File: config.mk
export PLATFORM = sky130hd
export DESIGN_NAME = eag_top
export DESIGN_NICKNAME = d
export VERILOG_FILES = /design/src/rtl/eag_pkg.sv /design/src/rtl/eag_field_ext.sv /design/src/rtl/eag_ctrl.sv /design/src/rtl/eag_datapath.sv /design/src/rtl/eag_top.sv
export SDC_FILE = /design/constraint.sdc
export NUM_CORES = 1
export LEC_CHECK = 0
export ABC_AREA = 1
export CORE_ASPECT_RATIO = 2
export CORE_MARGIN = 2
export CORE_UTILIZATION = 43
export DETAILED_ROUTE_END_ITERATION = 8
export PLACE_DENSITY = 0.9
export SETUP_SLACK_MARGIN = 0.3
export SYNTH_ARGS = -nofsm -noshare
export SYNTH_HDL_FRONTEND = slang
export SYNTH_SLANG_ARGS = --single-unit
File: constraint.sdc
create_clock -name vclk -period 3.45
set_input_delay 0.345 -clock vclk [all_inputs]
set_output_delay 0.345 -clock vclk [all_outputs]
set_load 0.05 [all_outputs]
File: src/rtl/eag_pkg.sv
package eag_pkg;

  typedef enum logic [1:0] {
    MODE_PC_OFF9   = 2'b00,
    MODE_BASE_OFF6 = 2'b01,
    MODE_ZERO_OFF9 = 2'b10,
    MODE_VECTOR    = 2'b11
  } eag_mode_e;

  // select strobes from the decoder to the datapath
  typedef struct packed {
    logic pickPc;      // adder base is the incremented PC
    logic pickReg;     // adder base is the base register
    logic takeLong;    // adder offset is the long (9-bit) field
    logic takeShort;   // adder offset is the short (6-bit) field
    logic marFromVec;  // MAR takes the zero-extended vector
  } eag_strobe_t;

endpackage

File: src/rtl/eag_field_ext.sv
module eag_field_ext #(
  parameter int FIELD_W  = 9,
  parameter int OUT_W    = 16,
  parameter bit SIGN_EXT = 1'b1
) (
  input  logic [FIELD_W-1:0] fieldIn,
  output logic [OUT_W-1:0]   extOut
);
  localparam int PAD_W = OUT_W - FIELD_W;

  generate
    if (SIGN_EXT) begin : g_sign
      assign extOut = {{PAD_W{fieldIn[FIELD_W-1]}}, fieldIn};
    end else begin : g_zero
      assign extOut = {{PAD_W{1'b0}}, fieldIn};
    end
  endgenerate
endmodule

File: src/rtl/eag_ctrl.sv
module eag_ctrl
  import eag_pkg::*;
#(
  parameter int REG_IDX_W = 3
) (
  input  logic [1:0]           modeSel,
  input  logic [REG_IDX_W-1:0] regField,
  output eag_strobe_t          strobes,
  output logic [REG_IDX_W-1:0] baseIdx
);
  eag_mode_e mode;

  assign mode    = eag_mode_e'(modeSel);
  assign baseIdx = regField;

  always_comb begin
    strobes = '0;
    unique case (mode)
      MODE_PC_OFF9: begin
        strobes.pickPc   = 1'b1;
        strobes.takeLong = 1'b1;
      end
      MODE_BASE_OFF6: begin
        strobes.pickReg   = 1'b1;
        strobes.takeShort = 1'b1;
      end
      MODE_ZERO_OFF9: begin
        strobes.takeLong = 1'b1;
      end
      MODE_VECTOR: begin
        strobes.marFromVec = 1'b1;
      end
      default: strobes = '0;
    endcase
  end

  // at most one base source and one offset source at a time
  always_comb begin
    assert_single_base_R3: assert ($onehot0({strobes.pickPc, strobes.pickReg}))
      else $error("two adder bases selected");
    assert_single_off_R3: assert ($onehot0({strobes.takeLong, strobes.takeShort}))
      else $error("two offsets selected");
    if (strobes.marFromVec)
      assert_vec_quiet_R4: assert (!strobes.pickPc && !strobes.pickReg && !strobes.takeLong && !strobes.takeShort)
        else $error("adder active on vector path");
  end
endmodule

File: src/rtl/eag_datapath.sv
module eag_datapath
  import eag_pkg::*;
#(
  parameter int WORD_W  = 16,
  parameter int LONG_W  = 9,
  parameter int SHORT_W = 6,
  parameter int VEC_W   = 8
) (
  input  logic [LONG_W-1:0] longField,
  input  logic [SHORT_W-1:0] shortField,
  input  logic [VEC_W-1:0]  vecField,
  input  logic [WORD_W-1:0] pcNext,
  input  logic [WORD_W-1:0] baseVal,
  input  eag_strobe_t       strobes,
  output logic [WORD_W-1:0] addrOut,
  output logic [WORD_W-1:0] marOut
);
  logic [WORD_W-1:0] longExt, shortExt, vecExt;
  logic [WORD_W-1:0] baseOperand, offOperand;

  eag_field_ext #(.FIELD_W(LONG_W), .OUT_W(WORD_W), .SIGN_EXT(1'b1)) u_extLong (
    .fieldIn(longField), .extOut(longExt));
  eag_field_ext #(.FIELD_W(SHORT_W), .OUT_W(WORD_W), .SIGN_EXT(1'b1)) u_extShort (
    .fieldIn(shortField), .extOut(shortExt));
  eag_field_ext #(.FIELD_W(VEC_W), .OUT_W(WORD_W), .SIGN_EXT(1'b0)) u_extVec (
    .fieldIn(vecField), .extOut(vecExt));

  always_comb begin
    baseOperand = '0;
    if (strobes.pickPc)       baseOperand = pcNext;
    else if (strobes.pickReg) baseOperand = baseVal;
  end

  always_comb begin
    offOperand = '0;
    if (strobes.takeLong)       offOperand = longExt;
    else if (strobes.takeShort) offOperand = shortExt;
  end

  // modulo 2^WORD_W, carry discarded
  assign addrOut = baseOperand + offOperand;
  assign marOut  = strobes.marFromVec ? vecExt : addrOut;

  always_comb begin
    if (!strobes.marFromVec)
      assert_mar_follows_R5: assert (marOut == addrOut)
        else $error("MAR differs from adder in adder mode");
    if (!strobes.pickPc && !strobes.pickReg)
      assert_zero_base_R3: assert (addrOut == offOperand)
        else $error("zero base not zero");
  end
endmodule

File: src/rtl/eag_top.sv
module eag_top
  import eag_pkg::*;
#(
  parameter int WORD_W    = 16,
  parameter int LONG_W    = 9,
  parameter int SHORT_W   = 6,
  parameter int VEC_W     = 8,
  parameter int REG_IDX_W = 3,
  parameter int REG_LSB   = 6
) (
  input  logic [WORD_W-1:0]    instrWord,
  input  logic [WORD_W-1:0]    pcNext,
  input  logic [WORD_W-1:0]    baseVal,
  input  logic [1:0]           modeSel,
  output logic [WORD_W-1:0]    addrOut,
  output logic [WORD_W-1:0]    marOut,
  output logic [REG_IDX_W-1:0] baseIdx
);
  eag_strobe_t strobes;

  eag_ctrl #(.REG_IDX_W(REG_IDX_W)) u_ctrl (
    .modeSel (modeSel),
    .regField(instrWord[REG_LSB +: REG_IDX_W]),
    .strobes (strobes),
    .baseIdx (baseIdx)
  );

  eag_datapath #(
    .WORD_W(WORD_W), .LONG_W(LONG_W), .SHORT_W(SHORT_W), .VEC_W(VEC_W)
  ) u_dp (
    .longField (instrWord[LONG_W-1:0]),
    .shortField(instrWord[SHORT_W-1:0]),
    .vecField  (instrWord[VEC_W-1:0]),
    .pcNext    (pcNext),
    .baseVal   (baseVal),
    .strobes   (strobes),
    .addrOut   (addrOut),
    .marOut    (marOut)
  );

  // port-level relations, independent of the internal strobe structure
  always_comb begin
    if (modeSel == 2'b00)
      assert_pc_rel_R1: assert (addrOut == pcNext + {{(WORD_W-LONG_W){instrWord[LONG_W-1]}}, instrWord[LONG_W-1:0]})
        else $error("PC-relative address wrong");
    if (modeSel == 2'b01)
      assert_base_off_R2: assert (addrOut == baseVal + {{(WORD_W-SHORT_W){instrWord[SHORT_W-1]}}, instrWord[SHORT_W-1:0]})
        else $error("base+offset address wrong");
    if (modeSel == 2'b11)
      assert_vector_R4: assert (marOut == {{(WORD_W-VEC_W){1'b0}}, instrWord[VEC_W-1:0]} && addrOut == '0)
        else $error("vector path wrong");
    assert_reg_idx_R6: assert (baseIdx == instrWord[REG_LSB +: REG_IDX_W])
      else $error("base index wrong");
  end
endmodule

==> summary.md, run 1 <==
| Metric | Value |
|---|---|
| Status | finished, final reports clean |
| Critical Path RT | 3.11 ns |
| Ant. Diodes | 0 |
| Footprint of the multi-input gates | 1310 sq um |
| Worst-path cell chain | clkdlybuf4s50_1 -> inv_1 -> nor2_4 -> nor2_2 -> nor2_4 -> buf_12 -> ha_4 -> a21oi_2 -> nor2_1 -> nor2_1 -> nand3_1 -> nand2_1 -> nand2_1 -> nor2_1 -> buf_12 |
| Slew Viols, Final | 0 |
| HPWL Detailed | 4.52 mm |
| Power per Cell Area | 366 nW/um^2 |
| Hold slack | 1.35 ns |
| Syn Nets | 360 |
| P_leak | 1.49 nW |
| Crit path top cell by count | nor2_1 |
| ANT nets after route | 0 |
| Number of core rows | 29 |
| Total design power | 994 uW |
| CP Max Fanout | 7 |
| Startpoint Class | input pin |
| Antenna violations before repair | 0 |
| DRT iter0 DRCs | 112 |
| Synthesis-to-finish area growth | 90.4% |
| Layout sequential cell count | 0 |
| Post-synthesis mux area share | 0% |
| Largest net degree at the start of global routing | 17 |
| Post-synthesis area per instance | 4.85 sq um |
| Least-Margin Pin Slew | 0.498 ns |
| Critical Path AT | 2.93 ns |
| Vert. Die Dim | 85.5 um |
| Final Setup Violations | 0 |
| DRT Pass-1 Iters | 4 |
| CP Launch Point | instrWord[5] |
| Cells after Synth | 294 |
| Vias per cell | 5.59 |
| Share of cells above drive strength 1 | 21.2% |
| Setup TNS | 0 ns |
| Adder-Cell Fraction of Synth Area | 14.6% |
| Xor and xnor area share after synthesis | 4.12% |
| Max_slew headroom | 66.7% |
| Period Utilization, post-route | 94.9% |
| CORE AREA | 3160 sq um |
| Crit-path max cell delay | 0.46 ns |
| Post-route setup slack | 0.175 ns |
| Seq. cell area | 0 sq um |
| Post-Syn Area | 1430 sq um |
| Final nets | 445 |
| DRC errors left | 0 |
| PortBufs | 78 |
| Die footprint | 3820 sq um |
| Detailed Route WL | 6.44 mm |
| Vias in the first global route | 2147 |
| Fmax achieved | 0.305 GHz |
| Max-Cap Viols | 0 |
| Min Tclk post-route | 3.28 ns |
| Crit path kind | input pin to primary output |
| Final Hold Fails | 0 |
| Gr usage total | 28.7% |
| Post-Synth Simple-Gate Area | 58.2% |
| DR WL/cell | 15.8 um |
| Main combinational cell family by area after synthesis | simple AND/OR/NAND/NOR gates |
| Register area share after synthesis | 0% |
| Hold WC Path Type | input pin to primary output |
| Hold Crit Start | modeSel[1] |
| Finished Core Util | 86.0% |
| Worst slack, placed | 0.170 ns |
| Initial core utilization | 45.2% |
| Crit-path slowest cell | clkdlybuf4s50_1 |
| Peak VDD IR | 0.354 mV |
| RSZ-0062 raised after global routing | false |
| First-pass GRT wire length | 8.77 mm |
| Synth cell types | 25 |
| Ports | 85 |
| CP endpoint kind | primary output |
| Warnings, synthesis | 0 |
| Via Count | 2280 |
| GP Congestion | 0.907 |
| Fillers | 161 |
| Die X | 44.7 um |
| Grt total ovfl | 0 |
| CLK BUF | 0 |
| Compound-Gate Fraction of Synth Area | 6.40% |
-- cell families after synthesis --
group / Yosys count
compound gates: 17
fa+ha+maj: 16
simple gates: 197
xor+xnor: 5
buf+inv: 59
-- layer usage --
layer / vias up / GRT usage [%] / part of all wire, %
met3: 33 / 0.213 / 6.3
met1: 1042 / 27.7 / 31
li1: 1058 / - / -
met2: 147 / 59.3 / 58
met4: 0 / 9.09 / 4.7
met5: - / 0 / 0
-- synth_stat cells --
| library cell | n | share of area [%] |
|---|---|---|
| nor2_2 | 4 | 1.8 |
| nor2_1 | 30 | 7.9 |
| or2_1 | 1 | 0.44 |
| nand4_1 | 1 | 0.44 |
| ha_1 | 15 | 13 |
| clkbuf_1 | 3 | 0.79 |
| a21oi_2 | 1 | 0.61 |
| buf_4 | 4 | 2.1 |
| a21oi_1 | 8 | 2.8 |
| o21ai_0 | 7 | 2.5 |
| inv_1 | 49 | 13 |
| fa_1 | 1 | 1.4 |
| nand3b_1 | 6 | 3.2 |
| xor2_1 | 2 | 1.2 |
| xor2_2 | 2 | 2.3 |
| and2_1 | 5 | 2.2 |
| buf_2 | 2 | 0.70 |
| nor3_1 | 1 | 0.35 |
| nand2_2 | 3 | 1.3 |
| inv_2 | 1 | 0.26 |
| or2_2 | 1 | 0.44 |
| xnor2_1 | 1 | 0.61 |
| nand2_1 | 122 | 32 |
| nand3_1 | 23 | 8.1 |
| o21bai_1 | 1 | 0.53 |
-- power breakdown --
| part | switching, mW | internal (mW) |
|---|---|---|
| combinational | 0.565 | 0.430 |
| clock | 0 | 0 |
| sequential | 0 | 0 |
| total | 0.565 | 0.430 |
-- final cells by class --
class	count	share of cell area, %
Inverter	50	6.91
Multi-Input combinational cell	235	48.3
Tap cell	31	1.43
Timing Repair Buffer	92	43.3
-- cells in the final DEF (no fill, tap or decap), types with 2 or more instances in the layout --
cell type	synthesis	final
a21oi_1	8	4
a21oi_2	1	5
and2_1	5	4
buf_12	0	29
buf_4	4	12
buf_6	0	5
clkbuf_2	0	2
clkdlybuf4s50_1	0	44
ha_1	15	11
ha_4	0	3
inv_1	49	49
nand2_1	122	119
nand2_2	3	6
nand3_1	23	23
nand3b_1	6	6
nor2_1	30	25
nor2_2	4	6
nor2_4	0	3
o21ai_0	7	7
xor2_2	2	3
-- per-stage QoR --
stage | std cells | area, sq um
final | 408 | 2720
after global routing | 408 | 2720
after CTS | 402 | 2580
after detailed placement | 402 | 2560
after global placement | 402 | 2560
after floorplan | 294 | 1460
-- worst max-delay path: cells and delay by family --
kind | cells | cell delay (ns)
and+or+nand+nor | 9 | 1.31
buffers and inverters | 4 | 0.87
adders and majority gates | 1 | 0.22
AOI/OAI and AO/OA | 1 | 0.18
-- path summary, 6_finish.rpt --
kind | cells after the start | end
min | 5 | marOut[12]
max | 15 | marOut[12]
-- what timing repair did --
| action | CTS | global route |
|---|---|---|
| setup buffers | 0 | 6 |
| hold buffers | 0 | 0 |
| resized for setup | 7 | 24 |
| pin swaps | 0 | 5 |
| setup endpoints to repair | 18 | 14 |
| gates cloned | 0 | 0 |
Note: power is estimated with default switching activity, not from simulation.
==> run 2, diff against run 1 <==
--- a/config.mk
+++ b/config.mk
@@ -7,9 +7,9 @@
 export LEC_CHECK = 0
 export ABC_AREA = 1
-export CORE_ASPECT_RATIO = 2
 export CORE_MARGIN = 2
-export CORE_UTILIZATION = 43
+export CORE_UTILIZATION = 60
 export DETAILED_ROUTE_END_ITERATION = 8
-export PLACE_DENSITY = 0.9
+export DONT_BUFFER_PORTS = 1
+export PLACE_DENSITY = 0.76
 export SETUP_SLACK_MARGIN = 0.3
 export SYNTH_ARGS = -nofsm -noshare
==> constraint.sdc (replaced) <==
create_clock -name vclk -period 3.45
set_input_delay 0.69 -clock vclk [all_inputs]
set_output_delay 0.69 -clock vclk [all_outputs]
set_load 0.05 [all_outputs]
==> run 2 against run 1 <==
  * The flow now stops in global routing
  * Synthesized cell count unchanged
  * Area after synthesis unchanged
==> summary.md, run 2 <==
| Metric | Value |
|---|---|
| GP Congestion | 0.877 (-3.3%) |
| Cells after Synth | 294 (unchanged) |
| Status | did not finish |
| Type of pin the worst path ends at | output port |
| Register area share after synthesis | 0% (unchanged) |
| Stopping stage | global routing |
| Hold buffers post-CTS | 0 (unchanged) |
| Count leader, synth | nand2_1 |
| Synth top area share | 32.1% (unchanged) |
| Vert. Die Dim | 52.8 um (-38%) |
| Area leader, netlist | nand2_1 |
| Initial core utilization | 63.9% (+19 points) |
| Post-synthesis area per instance | 4.85 sq um (unchanged) |
| PortBufs | 0 (-100%) |
| Post-Syn Area | 1430 sq um (unchanged) |
| Syn Nets | 360 (unchanged) |
| Number of core rows | 17 (-41%) |
| Err | [ERROR DPL-0033] detailed placement checks failed during check placement. |
| HPWL Detailed | 3.13 mm (-31%) |
| Placed insts | 334 (-17%) |
| Die X | 52.8 um (+18%) |
| Warnings, synthesis | 0 (unchanged) |
| Synth cell types | 25 (unchanged) |
| Antenna violations before repair | 0 |
| Grt repair worst endpoint | marOut[15] |
| Synth area leaders | nand2_1 (32%), ha_1 (13%), inv_1 (13%) |
| Ports | 85 (unchanged) |
| Top cells by count, synth | nand2_1 (122), inv_1 (49), nor2_1 (30), nand3_1 (23), ha_1 (15) |
| Largest net degree at the start of global routing | 22 |
-- run 2: cell counts after synthesis --
Identical to the previous run, type by type.
-- run 2: timing repair --
| action | CTS |
|---|---|
| resized for setup | 14 |
| gates cloned | 0 |
| endpoints found under the setup margin | 15 |
| pin swaps | 1 |
| setup buffers | 2 |
-- run 2: cell families after synthesis --
logic type	share of synthesized area (%)
xor gates and xnor gates	4.12
buffers and inverters	16.8
adders and majority gates	14.6
AOI/OAI and AO/OA	6.40
and+or+nand+nor	58.2
-- run 2: through the flow --
| step | cell area (sq um) | worst slack, ns |
|---|---|---|
| floorplan | 1680 | 0.0713 |
| global placement | 1810 | 0.220 |
| CTS | 1920 | 0.277 |
| detailed placement | 1810 | 0.168 |
==> run 3, diff against run 2 <==
- CORE_AREA: not set -> 2 2 63 65
- CORE_MARGIN: 2 -> not set
- CORE_UTILIZATION: 60 -> not set
- DIE_AREA: not set -> 0 0 65 67
- PLACE_DENSITY: 0.76 -> not set
- PLACE_DENSITY_LB_ADDON: not set -> 0.15
- SETUP_SLACK_MARGIN: 0.3 -> not set
==> run 3 against run 2 <==
  * The run now ends clean
==> summary.md, run 3 (synthesized netlist as in run 1, its figures left out) <==
| Metric | Value |
|---|---|
| Grt total ovfl | 0 |
| Crit-path max cell delay | 0.37 ns |
| CP endpoint kind | primary output |
| Setup TNS | 0 ns |
| Commonest non-fill, non-tap cell in the layout | nand2_1 |
| RSZ-0062 raised after global routing | true |
| Crit-path slowest cell | ha_1 |
| Status | finished, final reports clean |
| Final Setup Violations | 0 |
| Final Hold Fails | 0 |
| DR WL/cell | 9.87 um |
| Die X | 65 um (+23%) |
| CLK BUF | 0 |
| Via Count | 1688 |
| Layout sequential cell count | 0 |
| Placed standard-cell area | 1960 sq um (+8.4%) |
| Initial core utilization | 39.6% (-24 points) |
| Die footprint | 4360 sq um |
| Gr usage total | 16.4% |
| Startpoint Class | input pin |
| Finished Core Util | 54.7% |
| Most frequent cells in the layout | nand2_1 (119), inv_1 (49), nor2_1 (24) |
| Critical Path RT | 2.76 ns |
| Vias per cell | 4.65 |
| Post-CTS setup buffer count | 0 (-2) |
| Power per Cell Area | 388 nW/um^2 |
| Max_slew headroom | 62.4% |
| Share of cells above drive strength 1 | 19.4% |
| DRT met1 WL | 1.77 mm |
| Critical Path AT | 2.52 ns |
| Met2 wire len | 1.59 mm |
| Placed insts | 363 (+8.7%) |
| Hold WC Path Type | input pin to primary output |
| Crit path top cell by count | nand2_1 |
| Vert. Die Dim | 67 um (+27%) |
| Period Utilization, post-route | 93.0% |
| HPWL Detailed | 3.25 mm (+4.0%) |
| Ant. Diodes | 0 |
| Least-Margin Pin Slew | 0.564 ns |
| Ports | 85 (unchanged) |
| CORE AREA | 3610 sq um |
| Detailed Route WL | 3.58 mm |
| Number of core rows | 22 (+5) |
| Hold buffers post-CTS | 0 (unchanged) |
| Fmax achieved | 0.312 GHz |
| ANT nets after route | 0 |
| Min Tclk post-route | 3.21 ns |
| Crit path kind | input pin to primary output |
| Fin cells | 363 |
| Peak VDD IR | 0.110 mV |
| Top sig layer | met3 |
| PortBufs | 0 (unchanged) |
| Largest net degree at the start of global routing | 22 |
| DRT Pass-1 Iters | 4 |
| Number of gates resized after cts | 0 (-14) |
| Vias in the first global route | 1372 |
| DRC errors left | 0 |
| Seq. cell area | 0 sq um |
| Metal3 WL | 220 um |
| DRT iter0 DRCs | 33 |
| Antenna violations before repair | 0 |
| Total design power | 766 uW |
| Slew Viols, Final | 0 |
| GP Congestion | 0.840 (-4.2%) |
| P_leak | 1.18 nW |
| Worst-path cell chain | inv_1 -> nor2_1 -> nor2_2 -> a21oi_1 -> ha_1 -> nand2_1 -> inv_1 -> a21oi_1 -> nand2_2 -> nand2_1 -> nand2_1 -> nand2_1 -> nand2_1 -> nor2_2 -> buf_12 |
| First-pass GRT wire length | 5.84 mm |
| Post-route cell area | 1970 sq um |
| Synthesis-to-finish area growth | 38.3% |
| CP Max Fanout | 5 |
| Final nets | 383 |
| Max-Cap Viols | 0 |
## run 3: worst paths after layout
| check | startpoint | to | slack, ns | cells after the start |
|---|---|---|---|---|
| setup / recovery | instrWord[5] | marOut[15] | 0.24 | 15 |
| hold / removal | instrWord[7] | baseIdx[1] | 1.38 | 0 |
## run 3: final cells by class
class,count,area [sq um]
Multi-Input combinational cell,235,1310
Tap cell,48,60.1
Inverter,50,190
Fill cell,380,1630
Timing Repair Buffer,30,413
## run 3: metrics by stage
stage | hold slack (ns) | setup slack (ns)
detailed placement | 1.38 | 0.139
global placement | 1.38 | 0.174
global route | 1.38 | -0.00722
floorplan | 1.55 | 0.00134
CTS | 1.38 | 0.132
finish | 1.38 | 0.241
## run 3: where the power goes
group	internal (mW)	leakage [nW]	switching, mW
Combinational	0.282	1.18	0.484
Sequential	0	0	0
Clock	0	0	0
## run 3: worst max-delay path, delay by kind of cell
kind / cells / cell delay [ns]
AND/OR/NAND/NOR: 9 / 0.93
adder cells (fa/ha/maj): 1 / 0.37
buffers and inverters: 3 / 0.29
AO/OA/AOI/OAI: 2 / 0.24
## run 3: metal layers
metal  GRT usage, %  vias to the layer above
met5              0                        -
met4              0                        0
met3          0.338                        0
met1           23.0                      702
li1               -                      934
met2           29.8                       52
